==> config.mk <==
export PLATFORM = sky130hd
export DESIGN_NAME = burst_addr_seq
export DESIGN_NICKNAME = d
export VERILOG_FILES = /design/src/rtl/bseq_pkg.sv /design/src/rtl/bseq_start_ctl.sv /design/src/rtl/bseq_beat_cnt.sv /design/src/rtl/bseq_order.sv /design/src/rtl/burst_addr_seq.sv
export SDC_FILE = /design/constraint.sdc
export NUM_CORES = 1
export LEC_CHECK = 0
export BUFFER_PORTS_ARGS = -buffer_cell sky130_fd_sc_hd__buf_2
export CAP_MARGIN = 0
export CORE_MARGIN = 8
export CORE_UTILIZATION = 40
export CTS_CLUSTER_SIZE = 14
export DETAILED_ROUTE_END_ITERATION = 12
export PLACE_DENSITY = 0.76
export SLEW_MARGIN = 20
export SYNTH_ARGS = -nofsm -noshare
export SYNTH_HDL_FRONTEND = slang
export SYNTH_HIERARCHICAL = 1
export SYNTH_SLANG_ARGS = --single-unit
==> constraint.sdc <==
create_clock -name clk_i -period 1.4 [get_ports clk_i]
set_clock_uncertainty 0.05 [all_clocks]
set_input_delay 0 -clock clk_i [delete_from_list [all_inputs] [get_ports clk_i]]
set_output_delay 0 -clock clk_i [all_outputs]
set_load 0.005 [all_outputs]
==> src/rtl/bseq_pkg.sv <==
package bseq_pkg;
  localparam int unsigned BEAT_W = 2;
  typedef logic [BEAT_W-1:0] beat_t;
  typedef enum logic {ORDER_LINEAR = 1'b0, ORDER_INTERLEAVE = 1'b1} burst_order_e;
endpackage

==> src/rtl/bseq_start_ctl.sv <==
module bseq_start_ctl (
  input  logic start_proc_ni,
  input  logic start_cache_ni,
  input  logic ce_ni,
  input  logic adv_ni,
  output logic load_o,
  output logic step_o
);
  logic proc_ok;
  assign proc_ok = ~start_proc_ni & ~ce_ni;
  assign load_o  = ~start_cache_ni | proc_ok;
  // start has priority over advance
  assign step_o  = ~adv_ni & ~load_o;
endmodule

==> src/rtl/bseq_beat_cnt.sv <==
module bseq_beat_cnt
  import bseq_pkg::*;
(
  input  logic  clk_i,
  input  logic  rst_ni,
  input  logic  load_i,
  input  logic  step_i,
  output beat_t cnt_o,
  output beat_t cnt_d_o
);
  beat_t cnt_q;

  always_comb begin
    cnt_d_o = cnt_q;
    if (load_i)      cnt_d_o = '0;
    else if (step_i) cnt_d_o = cnt_q + beat_t'(1);
  end

  always_ff @(posedge clk_i or negedge rst_ni) begin
    if (!rst_ni) cnt_q <= '0;
    else         cnt_q <= cnt_d_o;
  end

  assign cnt_o = cnt_q;

  assert_cnt_clear_R7: assert property (@(posedge clk_i) disable iff (!rst_ni)
    load_i |=> cnt_o == '0);
  assert_cnt_step_R4: assert property (@(posedge clk_i) disable iff (!rst_ni)
    step_i |=> cnt_o == beat_t'($past(cnt_o) + 1));
endmodule

==> src/rtl/bseq_order.sv <==
module bseq_order
  import bseq_pkg::*;
(
  input  beat_t        base_i,
  input  beat_t        cnt_i,
  input  burst_order_e order_i,
  output beat_t        lane_o
);
  always_comb begin
    unique case (order_i)
      ORDER_INTERLEAVE: lane_o = base_i ^ cnt_i;
      default:          lane_o = base_i + cnt_i;
    endcase
  end
endmodule

==> src/rtl/burst_addr_seq.sv <==
module burst_addr_seq
  import bseq_pkg::*;
#(
  parameter int unsigned ADDR_W = 18
) (
  input  logic              clk_i,
  input  logic              rst_ni,
  input  logic [ADDR_W-1:0] addr_i,
  input  logic              start_proc_ni,
  input  logic              start_cache_ni,
  input  logic              ce_ni,
  input  logic              adv_ni,
  input  logic              mode_i,
  output logic [ADDR_W-1:0] addr_o
);
  localparam int unsigned UP_W = ADDR_W - BEAT_W;

  logic load, step;
  beat_t cnt_q, cnt_d, base_q, base_d, lane_d;
  logic [ADDR_W-1:0] addr_q, addr_d;
  burst_order_e order;

  assign order = burst_order_e'(mode_i);

  bseq_start_ctl i_start (
    .start_proc_ni (start_proc_ni),
    .start_cache_ni(start_cache_ni),
    .ce_ni         (ce_ni),
    .adv_ni        (adv_ni),
    .load_o        (load),
    .step_o        (step)
  );

  bseq_beat_cnt i_cnt (
    .clk_i  (clk_i),
    .rst_ni (rst_ni),
    .load_i (load),
    .step_i (step),
    .cnt_o  (cnt_q),
    .cnt_d_o(cnt_d)
  );

  assign base_d = load ? addr_i[BEAT_W-1:0] : base_q;

  bseq_order i_order (
    .base_i (base_d),
    .cnt_i  (cnt_d),
    .order_i(order),
    .lane_o (lane_d)
  );

  always_comb begin
    addr_d = addr_q;
    if (load)      addr_d = addr_i;
    else if (step) addr_d = {addr_q[ADDR_W-1:BEAT_W], lane_d};
  end

  always_ff @(posedge clk_i or negedge rst_ni) begin
    if (!rst_ni) begin
      addr_q <= '0;
      base_q <= '0;
    end else begin
      addr_q <= addr_d;
      base_q <= base_d;
    end
  end

  assign addr_o = addr_q;

  initial begin
    if (UP_W < 1) $error("ADDR_W must exceed the beat width");
  end

  assert_load_addr_R2: assert property (@(posedge clk_i) disable iff (!rst_ni)
    !start_cache_ni |=> addr_o == $past(addr_i));
  assert_proc_gated_R3: assert property (@(posedge clk_i) disable iff (!rst_ni)
    (ce_ni && start_cache_ni && adv_ni) |=> $stable(addr_o));
  assert_upper_hold_R4: assert property (@(posedge clk_i) disable iff (!rst_ni)
    step |=> addr_o[ADDR_W-1:BEAT_W] == $past(addr_o[ADDR_W-1:BEAT_W]));
  assert_linear_R5: assert property (@(posedge clk_i) disable iff (!rst_ni)
    (step && !mode_i) |=> addr_o[BEAT_W-1:0] == beat_t'(base_q + cnt_q));
  assert_interleave_R6: assert property (@(posedge clk_i) disable iff (!rst_ni)
    (step && mode_i) |=> addr_o[BEAT_W-1:0] == (base_q ^ cnt_q));
  assert_hold_R8: assert property (@(posedge clk_i) disable iff (!rst_ni)
    (!load && adv_ni) |=> $stable(addr_o));
endmodule

=== After elaboration in Yosys (flattened, before gate mapping) ===
Cells that the tools add are included.

* $lt $le $gt $ge: 0
* Multiply operators: 0
* Multiplexer cells: 6
* Divide/modulo/power cells: 0
* Add/sub/neg operators: 2
* Shifts and indexed selects: 0
* Bitwise operators: 9
* Reductions and logical operators: 1
* Equality and inequality tests: 0

{| class="wikitable"
|+ Operator list
! operator !! number
|-
| $mux 18 || 1
|-
| $mux 2 || 5
|-
| $not 1->1 || 5
|-
| $add 2x1->2 const B || 1
|-
| $add 2x2->2 || 1
|-
| $and 1x1->1 || 2
|-
| $reduce_bool 2->1 || 1
|-
| $xor 2x2->2 || 1
|-
| $or 1x1->1 || 1
|}

* Flip-flop bits (word level): 22
* ROM bits: 0
* Memories kept: 0
* Memory bits (writable): 0
* Bits in latches: 0
* Output and inout bits: 18
* Input bits: 25
* Word-level logic and storage cells: 22

=== Depth between registers and ports, before layout ===
* Depth in word-level cells: 11
* Gate-level depth with buffers: 9
* Gate-level depth less buffers: 9

=== Cells and area by module ===
The synthesis kept the hierarchy.

{| class="wikitable"
|+ Modules (own cells, without submodules)
! module !! cells each !! area each (µm²) !! times used !! seq. area each (µm²)
|-
| burst_addr_seq || 48 || 758.2 || 1 || 500.5
|-
| bseq_beat_cnt || 7 || 88.8 || 1 || 50.0
|-
| bseq_order || 4 || 36.3 || 1 || 0.0
|-
| bseq_start_ctl || 2 || 12.5 || 1 || 0.0
|}

=== Worst setup path after synthesis ===
Ideal clock, no wire load.

* Path kind: in2reg
* Start: input port ce_ni
* End: register addr_q[1], in the netlist addr_o[1]
* Required time: 1.267 ns
* Data arrival time: 1.324 ns
* Buffers on the path: 0
* Stages: 9
* Setup slack: -0.056 ns
* Setup time: 0.083 ns
* Cells stage by stage: o21ai_2 -> nor2_1 -> xnor2_1 -> nor2_1 -> ha_1 -> nor2b_1 -> xnor2_1 -> mux2i_1 -> o21ai_0

* Cells in the longest elaborated chain, start to end: 11
* Elaborated cells on any way between the ends: 14
* Classes of those cells: add/sub: 1; mux: 6; bitwise: 6; reduce/logical: 1

{| class="wikitable"
|+ RTL lines
! what !! RTL line !! RTL
|-
| from (decl) || burst_addr_seq.sv:11 || <nowiki>input logic ce_ni,</nowiki>
|-
| $not 1->1 || bseq_start_ctl.sv:10 || <nowiki>assign proc_ok = ~start_proc_ni & ~ce_ni;</nowiki>
|-
| $and 1x1->1 || bseq_start_ctl.sv:10 ||
|-
| $or 1x1->1 || bseq_start_ctl.sv:11 || <nowiki>assign load_o = ~start_cache_ni | proc_ok;</nowiki>
|-
| $not 1->1 || bseq_start_ctl.sv:13 || <nowiki>assign step_o = ~adv_ni & ~load_o;</nowiki>
|-
| $and 1x1->1 || bseq_start_ctl.sv:13 ||
|-
| named net step || burst_addr_seq.sv:18 || <nowiki>logic load, step;</nowiki>
|-
| $mux 2 || bseq_beat_cnt.sv:16 || <nowiki>else if (step_i) cnt_d_o = cnt_q + beat_t'(1);</nowiki>
|-
| $mux 2 || bseq_beat_cnt.sv:15 || <nowiki>if (load_i) cnt_d_o = '0;</nowiki>
|-
| named net cnt_d[0] || burst_addr_seq.sv:19 || <nowiki>beat_t cnt_q, cnt_d, base_q, base_d, lane_d;</nowiki>
|-
| $add 2x2->2 || bseq_order.sv:12 || <nowiki>default: lane_o = base_i + cnt_i;</nowiki>
|-
| $mux 2 || bseq_order.sv:10 || <nowiki>unique case (order_i)</nowiki>
|-
| named net lane_d[1] || burst_addr_seq.sv:19 ||
|-
| $mux 2 || burst_addr_seq.sv:55 || <nowiki>else if (step) addr_d = {addr_q[ADDR_W-1:BEAT_W], lane_d};</nowiki>
|-
| $mux 18 || burst_addr_seq.sv:54 || <nowiki>if (load) addr_d = addr_i;</nowiki>
|-
| to (signal assigned) || burst_addr_seq.sv:63 || <nowiki>addr_q <= addr_d;</nowiki>
|-
| to (decl) || burst_addr_seq.sv:20 || <nowiki>logic [ADDR_W-1:0] addr_q, addr_d;</nowiki>
|}

The timed path passes the listed nets, and every way through them passes these cells. The select of a mux whose other input is x is not followed.
A chain may end at the register's enable or synchronous reset.

=== Worst setup path after layout ===
* Start: register i_cnt.cnt_q[0], in the netlist i_cnt/cnt_o[0]
* End: register addr_q[1], in the netlist addr_o[1]

* Cells in the longest elaborated chain, start to end: 7
* Elaborated cells on any way between the ends: 8
* Classes of those cells: add/sub: 2; mux: 5; bitwise: 1

{| class="wikitable"
|+ RTL lines
! what !! RTL line !! RTL
|-
| from (decl) || bseq_beat_cnt.sv:11 || <nowiki>beat_t cnt_q;</nowiki>
|-
| from (signal assigned) || bseq_beat_cnt.sv:21 || <nowiki>else cnt_q <= cnt_d_o;</nowiki>
|-
| $add 2x1->2 || bseq_beat_cnt.sv:16 ||
|-
| $mux 2 * || bseq_beat_cnt.sv:16 ||
|-
| $mux 2 * || bseq_beat_cnt.sv:15 ||
|-
| named net cnt_d[0] || burst_addr_seq.sv:19 ||
|-
| $add 2x2->2 * || bseq_order.sv:12 ||
|-
| $mux 2 * || bseq_order.sv:10 ||
|-
| named net lane_d[1] || burst_addr_seq.sv:19 ||
|-
| $mux 2 * || burst_addr_seq.sv:55 ||
|-
| $mux 18 * || burst_addr_seq.sv:54 ||
|}

The timed path passes the listed nets; every way through them passes the cells marked *. The select of a mux whose other input is x is not followed.

==> flow_summary.ini <==
[finish]
final_util_pct = 65.63
diodes = 0
stdcell_count = 161
finalNetCount = 161
drive_gt1_share_pct = 56.39
areaGrowthSynthToFinish_pct = 58.94
fill_cells = 182

[placed_design]
place_ws_ns = -0.07848
io_buffer_count = 42
dp_cells = 137
dp_hpwl_um = 1566
place_congestion = 0.6583

[clock_tree]
cts_tree = yes
cts-root-buf = clkbuf_4
cts_sinks = 22
clockBufferDepth = 2
htreeDepth = 1
cts-buffers-inserted = 3
clkLatencyLatePin_ns = 0.29
clk_pin_slew_worst_paths_ns = 0.11

[synthesis]
netlist-cell-type-count = 15
synthTopCellsByArea = dfrtp_1 61%, mux2_2 20%, xnor2_1 2.9%, buf_6 2.5%, mux2i_1 2.2%
yosys_warnings = 6
synthArstFlopShare_pct = 100.0
synth_common_cells = 22 x dfrtp_1, 16 x mux2_2, 4 x o21ai_0, 3 x xnor2_1
synth_edf_count = 0
avgSynthCellArea_um2 = 14.69
ys_seq_area_share_pct = 61.45
yosysTopAreaCellShare_pct = 61.45
synth_cells = 61
synth_top_area_cell = dfrtp_1
synth-seq-cells = 22
netlist_area_um2 = 895.9
synth_nets = 87
yosysMostFrequentCell = dfrtp_1
ys.flop_type = dfrtp_1

[pwr]
power_density_nw_per_um2 = 896.5
p_leak_nw = 0.6871
p_clk_share_pct = 20.9
p_sw_w = 0.0003048
power_w = 0.001276
internal_power_w = 0.0009716
p_comb_share_pct = 22.4
vdd_drop_max_mv = 0.6838
seqPwrFrac_pct = 56.7
swShare_pct = 23.88

[sta]
fin_crit_sh_pct = 102.7
max_clock_freq_mhz = 695.6
setup_ws_ns = -0.03768
slew_violations = 0
tightest_slew_ns = 0.4882
grt_setup_unrepaired = yes
setup_violations = 1
layout_min_cycle_time_ns = 1.438
slew_headroom_pct = 67.46
hold_viol_final = 0

[setup_path]
rr_startpoint = i_cnt/cnt_o[0]
cp.arrival_ns = 1.62
cp.required_ns = 1.58
path_class = reg -> reg
worst_setup_path_end_kind = flip-flop
crit_start = i_cnt/cnt_o[0]
startpoint_type = flip-flop
cp_max_fo = 3

[drt]
vias_per_cell = 4.522
drtIter0Drc = 10
post-route-drc-count = 0
wirelength_um = 2167
drtPass1Iterations = 3
via_count = 728
detail-route-antenna-nets = 0
wl_per_cell_um = 13.46

[min_path]
hp-class = in -> reg
min_from = start_cache_ni

[floorplan]
fp.dieW_um = 63.33
boundaryPins = 43
dieArea_um2 = 4010
start_util_pct = 41.29
core_area_um2 = 2170
die_y_um = 63.33
row_count = 17

[outcome]
violations = negative setup slack
status = finished, violations left

[grt]
grt-ovfl-total = 0
grt_pass1_wl_um = 3926
grt_use_total_pct = 11.70
grt_pass1_vias = 882
antenna_found_initial = 0
grt_max_degree = 23

[job]
maxCapViolations = 0
## power by group through the flow
stage	registers, W	clock network [W]	logic [W]
detailed placement	0.000736	0	0.000241
global placement	0.000732	0	0.000232
CTS	0.000724	0.000283	0.000289
floorplan	0.000740	0	0.000101
global route	0.000734	0.000312	0.000317
finish	0.000723	0.000267	0.000286
## state kept, by name (all words and copies together), names as in the netlist
name,cells
addr_o,18
i_cnt/cnt_o,2
base_q,2
## per-stage QoR
step	TNS (ns)	instance area, um2	hold WS (ns)
after floorplan	0	903.4	-0.3456
after global placement	-0.03056	1186	-0.06646
after detailed placement	-0.07848	1186	-0.05882
after CTS	-0.06391	1424	0.1032
after global routing	-0.1783	1424	0.07185
final	-0.03768	1424	0.08107
## final timing paths
| path | end | slack, ns | depth (start not counted) |
|---|---|---|---|
| hold / removal | addr_o[0] | 0.08 | 4 |
| max in group asynchronous | addr_o[16] | 0.82 | 2 |
| min in group asynchronous | addr_o[12] | 0.15 | 2 |
| setup / recovery | addr_o[1] | -0.04 | 7 |
| setup reg to reg | addr_o[1] | -0.04 | 7 |
| hold reg to reg | addr_o[11] | 0.46 | 1 |
## repair_timing
item,CTS,global route
resized for setup,4,2
setup endpoints to repair,1,2
pin swaps,2,3
setup buffers,2,0
hold endpoints to repair,41,0
hold buffers,19,0
## worst max-delay path, stage by stage (launching register included)
cell and delay [ns]:
dfrtp_1 0.42, xnor2_1 0.14, nor2_1 0.16, ha_2 0.19, nor2b_4 0.13, xnor2_1 0.11
mux2i_1 0.08, o21ai_1 0.11
## final cells by class
class	count	area, um2	area share, %
Sequential cell	22	550.5	38.66
Inverter	2	7.507	0.5272
Clock buffer	3	22.52	1.582
Timing Repair Buffer	71	475.5	33.39
Multi-Input combinational cell	35	332.8	23.37
Tap cell	28	35.03	2.460
## cell families after synthesis
logic type / count (synthesis) / share of synthesized area (%)
compound gates: 7 / 5.308
xor+xnor: 3 / 2.933
fa+ha+maj: 1 / 1.396
buf+inv: 4 / 3.352
flops: 22 / 61.45
mux: 18 / 22.35
simple gates: 6 / 3.214
## cell usage in the layout, fill, tap and decap left out
cell | netlist | routed
nor2b_4 | 0 | 1
xnor2_1 | 3 | 3
nand2_1 | 2 | 2
buf_4 | 0 | 10
ha_2 | 0 | 1
nand3b_1 | 1 | 1
a21bo_1 | 1 | 1
clkbuf_4 | 0 | 3
dfrtp_1 | 22 | 22
mux2_2 | 16 | 16
o21ai_4 | 0 | 1
dlygate4sd3_1 | 0 | 19
o21ai_0 | 4 | 1
mux2i_1 | 2 | 2
nor2_1 | 2 | 2
buf_2 | 0 | 42
a21oi_2 | 1 | 1
inv_1 | 2 | 2
o21ai_1 | 0 | 3
## per-layer routing
metal | vias to the layer above | global-route usage [%] | part of all wire (%)
met5 | - | 0 | 0
met4 | 0 | 3.343 | 0
met3 | 0 | 4.240 | 7.4
met2 | 24 | 22.05 | 53
met1 | 348 | 11.60 | 39
li1 | 356 | - | -
Note: power is estimated with default switching activity, not from simulation.
